==> src/rtl/tick_timer_pkg.sv <==
// Package: shared register offsets and control-word bit positions for the
// down-counter timer. Assumes byte offsets that fit the address width.
package tick_timer_pkg;
    localparam int OFF_CTRL = 'h0;
    localparam int OFF_LOAD = 'h4;
    localparam int OFF_CUR  = 'h8;
    localparam int BIT_RUN  = 0;
    localparam int BIT_IEN  = 1;
    localparam int BIT_FLAG = 16;
endpackage

==> src/rtl/tick_timer_regs.sv <==
// Module: register decode, the control and start-value storage, and the
// registered read path. Assumes CNT_W <= DATA_W and BIT_FLAG < DATA_W.
module tick_timer_regs
    import tick_timer_pkg::*;
#(
    parameter int ADDR_W = 4,
    parameter int DATA_W = 32,
    parameter int CNT_W  = 24
) (
    input  logic              clk,
    input  logic              rst_n,
    input  logic [ADDR_W-1:0] addr,
    input  logic              wr_en,
    input  logic [DATA_W-1:0] wr_data,
    input  logic              rd_en,
    input  logic [CNT_W-1:0]  cnt,
    input  logic              flag,
    output logic              run,
    output logic              irq_en,
    output logic [CNT_W-1:0]  reload,
    output logic              cur_wr,
    output logic              ctrl_rd,
    output logic [DATA_W-1:0] rd_data
);
    localparam logic [ADDR_W-1:0] A_CTRL = ADDR_W'(OFF_CTRL);
    localparam logic [ADDR_W-1:0] A_LOAD = ADDR_W'(OFF_LOAD);
    localparam logic [ADDR_W-1:0] A_CUR  = ADDR_W'(OFF_CUR);

    logic              sel_ctrl, sel_load, sel_cur;
    logic [DATA_W-1:0] rd_mux;

    assign sel_ctrl = (addr == A_CTRL);
    assign sel_load = (addr == A_LOAD);
    assign sel_cur  = (addr == A_CUR);
    assign cur_wr   = wr_en & sel_cur;
    assign ctrl_rd  = rd_en & sel_ctrl;

    // Control bits: written only through the control word.
    always_ff @(posedge clk) begin
        if (!rst_n) begin
            run    <= 1'b0;
            irq_en <= 1'b0;
        end else if (wr_en && sel_ctrl) begin
            run    <= wr_data[BIT_RUN];
            irq_en <= wr_data[BIT_IEN];
        end
    end

    // Start value: keeps only the low CNT_W bits of a write.
    always_ff @(posedge clk) begin
        if (!rst_n) begin
            reload <= '0;
        end else if (wr_en && sel_load) begin
            reload <= wr_data[CNT_W-1:0];
        end
    end

    // Read select: zero-extends the narrow fields; unmapped offsets give zero.
    always_comb begin
        rd_mux = '0;
        if (sel_ctrl) begin
            rd_mux[BIT_RUN]  = run;
            rd_mux[BIT_IEN]  = irq_en;
            rd_mux[BIT_FLAG] = flag;
        end else if (sel_load) begin
            rd_mux = DATA_W'(reload);
        end else if (sel_cur) begin
            rd_mux = DATA_W'(cnt);
        end
    end

    // Read register: data follows the strobe by one cycle, else zero.
    always_ff @(posedge clk) begin
        if (!rst_n) begin
            rd_data <= '0;
        end else begin
            rd_data <= rd_en ? rd_mux : '0;
        end
    end
endmodule

==> src/rtl/tick_timer_count.sv <==
// Module: the down-counter with its reload, the sticky wrap flag and the
// interrupt pulse. Assumes cur_wr and ctrl_rd are single-edge strobes.
module tick_timer_count #(
    parameter int CNT_W = 24
) (
    input  logic             clk,
    input  logic             rst_n,
    input  logic             run,
    input  logic             irq_en,
    input  logic             tick_en,
    input  logic [CNT_W-1:0] reload,
    input  logic             cur_wr,
    input  logic             ctrl_rd,
    output logic [CNT_W-1:0] cnt,
    output logic             flag,
    output logic             irq
);
    localparam logic [CNT_W-1:0] ONE = CNT_W'(1);

    logic step, hit;

    assign step = run & tick_en & ~cur_wr;
    assign hit  = step & (cnt == ONE);

    // Counter: a write to the count word wins; otherwise step down or reload.
    always_ff @(posedge clk) begin
        if (!rst_n || cur_wr) begin
            cnt <= '0;
        end else if (step) begin
            cnt <= (cnt == '0) ? reload : cnt - ONE;
        end
    end

    // Wrap flag: a set on the one-to-zero step outranks a clear by a read.
    always_ff @(posedge clk) begin
        if (!rst_n || cur_wr) begin
            flag <= 1'b0;
        end else if (hit) begin
            flag <= 1'b1;
        end else if (ctrl_rd) begin
            flag <= 1'b0;
        end
    end

    // Interrupt: one cycle after the one-to-zero step, if enabled.
    always_ff @(posedge clk) begin
        if (!rst_n) begin
            irq <= 1'b0;
        end else begin
            irq <= hit & irq_en;
        end
    end
endmodule

==> src/rtl/tick_timer.sv <==
// Module: top level of the periodic reload down-counter timer. Joins the
// register block to the counter core. Assumes one clock and synchronous reset.
module tick_timer #(
    parameter int ADDR_W = 4,
    parameter int DATA_W = 32,
    parameter int CNT_W  = 24
) (
    input  logic              clk,
    input  logic              rst_n,
    input  logic              tick_en,
    input  logic [ADDR_W-1:0] addr,
    input  logic              wr_en,
    input  logic [DATA_W-1:0] wr_data,
    input  logic              rd_en,
    output logic [DATA_W-1:0] rd_data,
    output logic              irq
);
    logic             run, irq_en, cur_wr, ctrl_rd, flag;
    logic [CNT_W-1:0] reload, cnt;

    tick_timer_regs #(.ADDR_W(ADDR_W), .DATA_W(DATA_W), .CNT_W(CNT_W)) u_regs (
        .clk(clk), .rst_n(rst_n), .addr(addr), .wr_en(wr_en), .wr_data(wr_data),
        .rd_en(rd_en), .cnt(cnt), .flag(flag), .run(run), .irq_en(irq_en),
        .reload(reload), .cur_wr(cur_wr), .ctrl_rd(ctrl_rd), .rd_data(rd_data)
    );

    tick_timer_count #(.CNT_W(CNT_W)) u_count (
        .clk(clk), .rst_n(rst_n), .run(run), .irq_en(irq_en), .tick_en(tick_en),
        .reload(reload), .cur_wr(cur_wr), .ctrl_rd(ctrl_rd), .cnt(cnt),
        .flag(flag), .irq(irq)
    );
endmodule

==> config.mk <==
export PLATFORM = sky130hd
export DESIGN_NAME = tick_timer
export DESIGN_NICKNAME = d
export VERILOG_FILES = /design/src/rtl/tick_timer_pkg.sv /design/src/rtl/tick_timer_regs.sv /design/src/rtl/tick_timer_count.sv /design/src/rtl/tick_timer.sv
export SDC_FILE = /design/constraint.sdc
export NUM_CORES = 1
export LEC_CHECK = 0
export BUFFER_PORTS_ARGS = -buffer_cell sky130_fd_sc_hd__clkbuf_2
export CAP_MARGIN = 20
export CORE_AREA = 2 2 119 75
export CTS_BUF_LIST = sky130_fd_sc_hd__clkbuf_8
export CTS_CLUSTER_DIAMETER = 40
export DETAILED_ROUTE_END_ITERATION = 10
export DIE_AREA = 0 0 121 77
export PLACE_DENSITY = 0.66
export SYNTH_ARGS = -nofsm -noshare
export SYNTH_HDL_FRONTEND = slang
export SYNTH_SLANG_ARGS = --single-unit
==> constraint.sdc <==
create_clock -name clk -period 5.8 [get_ports clk]
set_input_delay 0.58 -clock clk [delete_from_list [all_inputs] [get_ports clk]]
set_output_delay 0.58 -clock clk [all_outputs]
set_load 0.03 [all_outputs]
==> metrics.md <==
| Metric | Value |
|---|---|
| Outcome | `finished, final reports clean` |
| CTS tree | `yes` |
| R2R Path Start | `u_count.cnt[4]$_SDFFE_PP0P_` |
| Unrepaired setup endpoints after global routing | `no` |
| Synth-to-layout area growth | `13.9%` |
| First-pass GRT wire length | `16300 µm` |
| Row cnt | `26` |
| DP Area | `3910 µm²` |
| Largest net degree at the start of global routing | `32` |
| Setup-failing EPs final | `0` |
| Worst Hold Class | `in -> reg` |
| Hold Buf Count CTS | `0` |
| Tot Pwr | `1.01 mW` |
| Max cap viols | `0` |
| Synth top area cells | `dfxtp_1, nand2_1, a21boi_0` |
| CTS Sinks | `76` |
| Setup TNS | `0 ps` |
| Post-CTS Setup Repair Bufs | `0` |
| Met3 WL | `slightly above 700 µm` |
| Clk root buf | `clkbuf_8` |
| Synth top cells by count | `nand2_1, dfxtp_1, nor2_1, a21boi_0, a21oi_1` |
| WL final | `9550 µm` |
| Lkg Pwr | `1.54 nW` |
| Iter 0 DRT Violations | `between 200 and 300` |
| Hold_ws | `446 ps` |
| Vias in the first global route | `3188` |
| Hold Path Origin | `wr_data[17]` |
| Yosys warns | `0` |
| IO buf count | `57` |
| Worst-skew pair later-pin latency | `360 ps` |
| Initial antenna violation count | `0` |
| Most used DFF post-synth | `dfxtp_1` |
| Worst slew margin | `0.348` |
| Crit path from | `u_count.cnt[4]$_SDFFE_PP0P_` |
| Fin util | `0.501` |
| CTS H-tree depth | `3` |
| WL per Instance | `16.0 µm` |
| Worst-Margin Slew | `976 ps` |
| Crit Path Category | `reg -> reg` |
| GP Congestion | `just under 0.9` |
| Nets | `524` |
| CP Launch Type | `flop` |
| Die ar. | `slightly above 9000 µm²` |
| Die W | `121 µm` |
| Clock slew at reported path FFs | `~80 ps` |
| Synth area leader | `dfxtp_1` |
| Clk buf depth | `2` |
| Tmin final | `3090 ps` |
| Antenna cell count | `0` |
| Antenna-violating nets left | `0` |
| Vias | `3365` |
| Initial DRT Pass Iterations | `5` |
| Peak VDD IR | `about 0.00012 V` |
| Post-Syn Instances | `443` |
| # placed instances | `581` |
| Post-synth EDFFs | `0` |
| DRC Markers | `0` |
| HPWL after DPL | `6420 µm` |
| Met2 wire len | `3990 µm` |
| Post-cts resize count | `0` |
| Top Metal Used | `met4` |
| Die height | `between 70 and 80 µm` |
| Avg Cell Area, Syn | `8.17 µm²` |
| Setup ws final | `~2700 ps` |
| Fin cells | `596` |
| Fmax | `between 300 and 400 MHz` |
| CTS Buf Count | `9` |
| Initial Utilization | `0.439` |
| Flops & latches, synth | `76` |
| CP Capture Type | `flop` |
| CP max FO | `21` |
| IO Count | `74` |
| Placeable core area | `around 8200 µm²` |
| Share of the synthesized area in the top cell type | `0.421` |
| Design area | `4120 µm²` |
| Slew Limit Fails | `0` |
| Synth cell types | `53` |
| Wire length on met1 | `4780 µm` |
| GR Overflow Total | `0` |
| WP data arrival | `approximately 3300 ps` |
| Pre-CTS WS | `approximately 2800 ps` |
| Syn Std Cell Area | `around 3600 µm²` |
| Hold Violations, Final | `0` |
| Critical Path RT | `between 6000 and 7000 ps` |
| Share of cells above drive strength 1 | `0.180` |
| Most frequent cell after synthesis | `nand2_1` |
| Sequential cell area fraction in the yosys report | `0.421` |
| Via density | `5.65` |
| Post-synth ARST share | `0` |
| Global-route usage over all layers | `0.219` |
| Clk_skew | `6.79 ps` |
| P per Cell Area | `245 nW/µm²` |
| Period utilisation layout | `0.533` |
==> report_power, final <==
part	switching, mW	leakage, nW	internal (mW)
Clock	0.189	0.101	0.231
Sequential	0.00235	0.612	0.524
Combinational	0.0418	0.828	0.0209
Total	0.233	1.54	0.776
==> cells by family after synthesis <==
kind of cell             count (synthesis)  share of synthesized area
adder cells (fa/ha/maj)                  3                     0.0104
flip-flops                              76                      0.421
other                                    1                    0.00104
buffers and inverters                   48                     0.0643
AND/OR/NAND/NOR                        173                      0.231
AO/OA/AOI/OAI                          138                      0.262
multiplexers                             4                     0.0111
==> sequential cells by signal, indices dropped and copies added (netlist names) <==
| signal | count |
|---|---|
| u_regs.rd_data | 24 |
| u_count.irq | 1 |
| u_regs.reload | 24 |
| u_regs.run | 1 |
| u_count.flag | 1 |
| u_count.cnt | 24 |
| u_regs.irq_en | 1 |
==> worst paths after layout <==
path                                         end  slack [ps]  cells past startpoint
hold reg to reg    u_regs.reload[7]$_SDFFE_PN0P_         490                      2
setup reg to reg     u_count.cnt[6]$_SDFFE_PP0P_        2710                      5
setup / recovery     u_count.cnt[6]$_SDFFE_PP0P_        2710                      5
hold / removal    u_regs.reload[17]$_SDFFE_PN0P_         450                      3
==> final cells by class <==
cell class	instances	area, µm²
inverters	4	15.0
flip-flops and latches	76	1520
multi-input cells	326	1900
repair buffers	63	330
clock inverters	3	45.0
fillers	838	4110
clock buffers	12	165
well taps	112	140
==> cell usage in the layout (no fill, tap or decap), types with 7 or more instances in the layout <==
master and instances:
a211oi_1 7, a21boi_0 27, a21oi_1 25, a22oi_1 23
a31oi_1 8, clkbuf_2 57, clkbuf_8 12, conb_1 8
dfxtp_1 76, nand2_1 81, nand3_1 14, nor2_1 31
nor3_1 9, nor4_1 7, o21ai_0 7, o22ai_1 11
==> routing by layer <==
layer  vias up  global-route usage
li1       1666                   -
met2       120               0.319
met1      1570               0.322
met3         9              0.0588
met4         0              0.0488
met5         -                   0
==> critical path: stages (launching register included) <==
cell and delay, ps:
dfxtp_1 390, nor4_2 720, and4_1 660, nand2_1 650, a41oi_1 430, a31oi_1 110
Power figures use the tool's default switching activity.
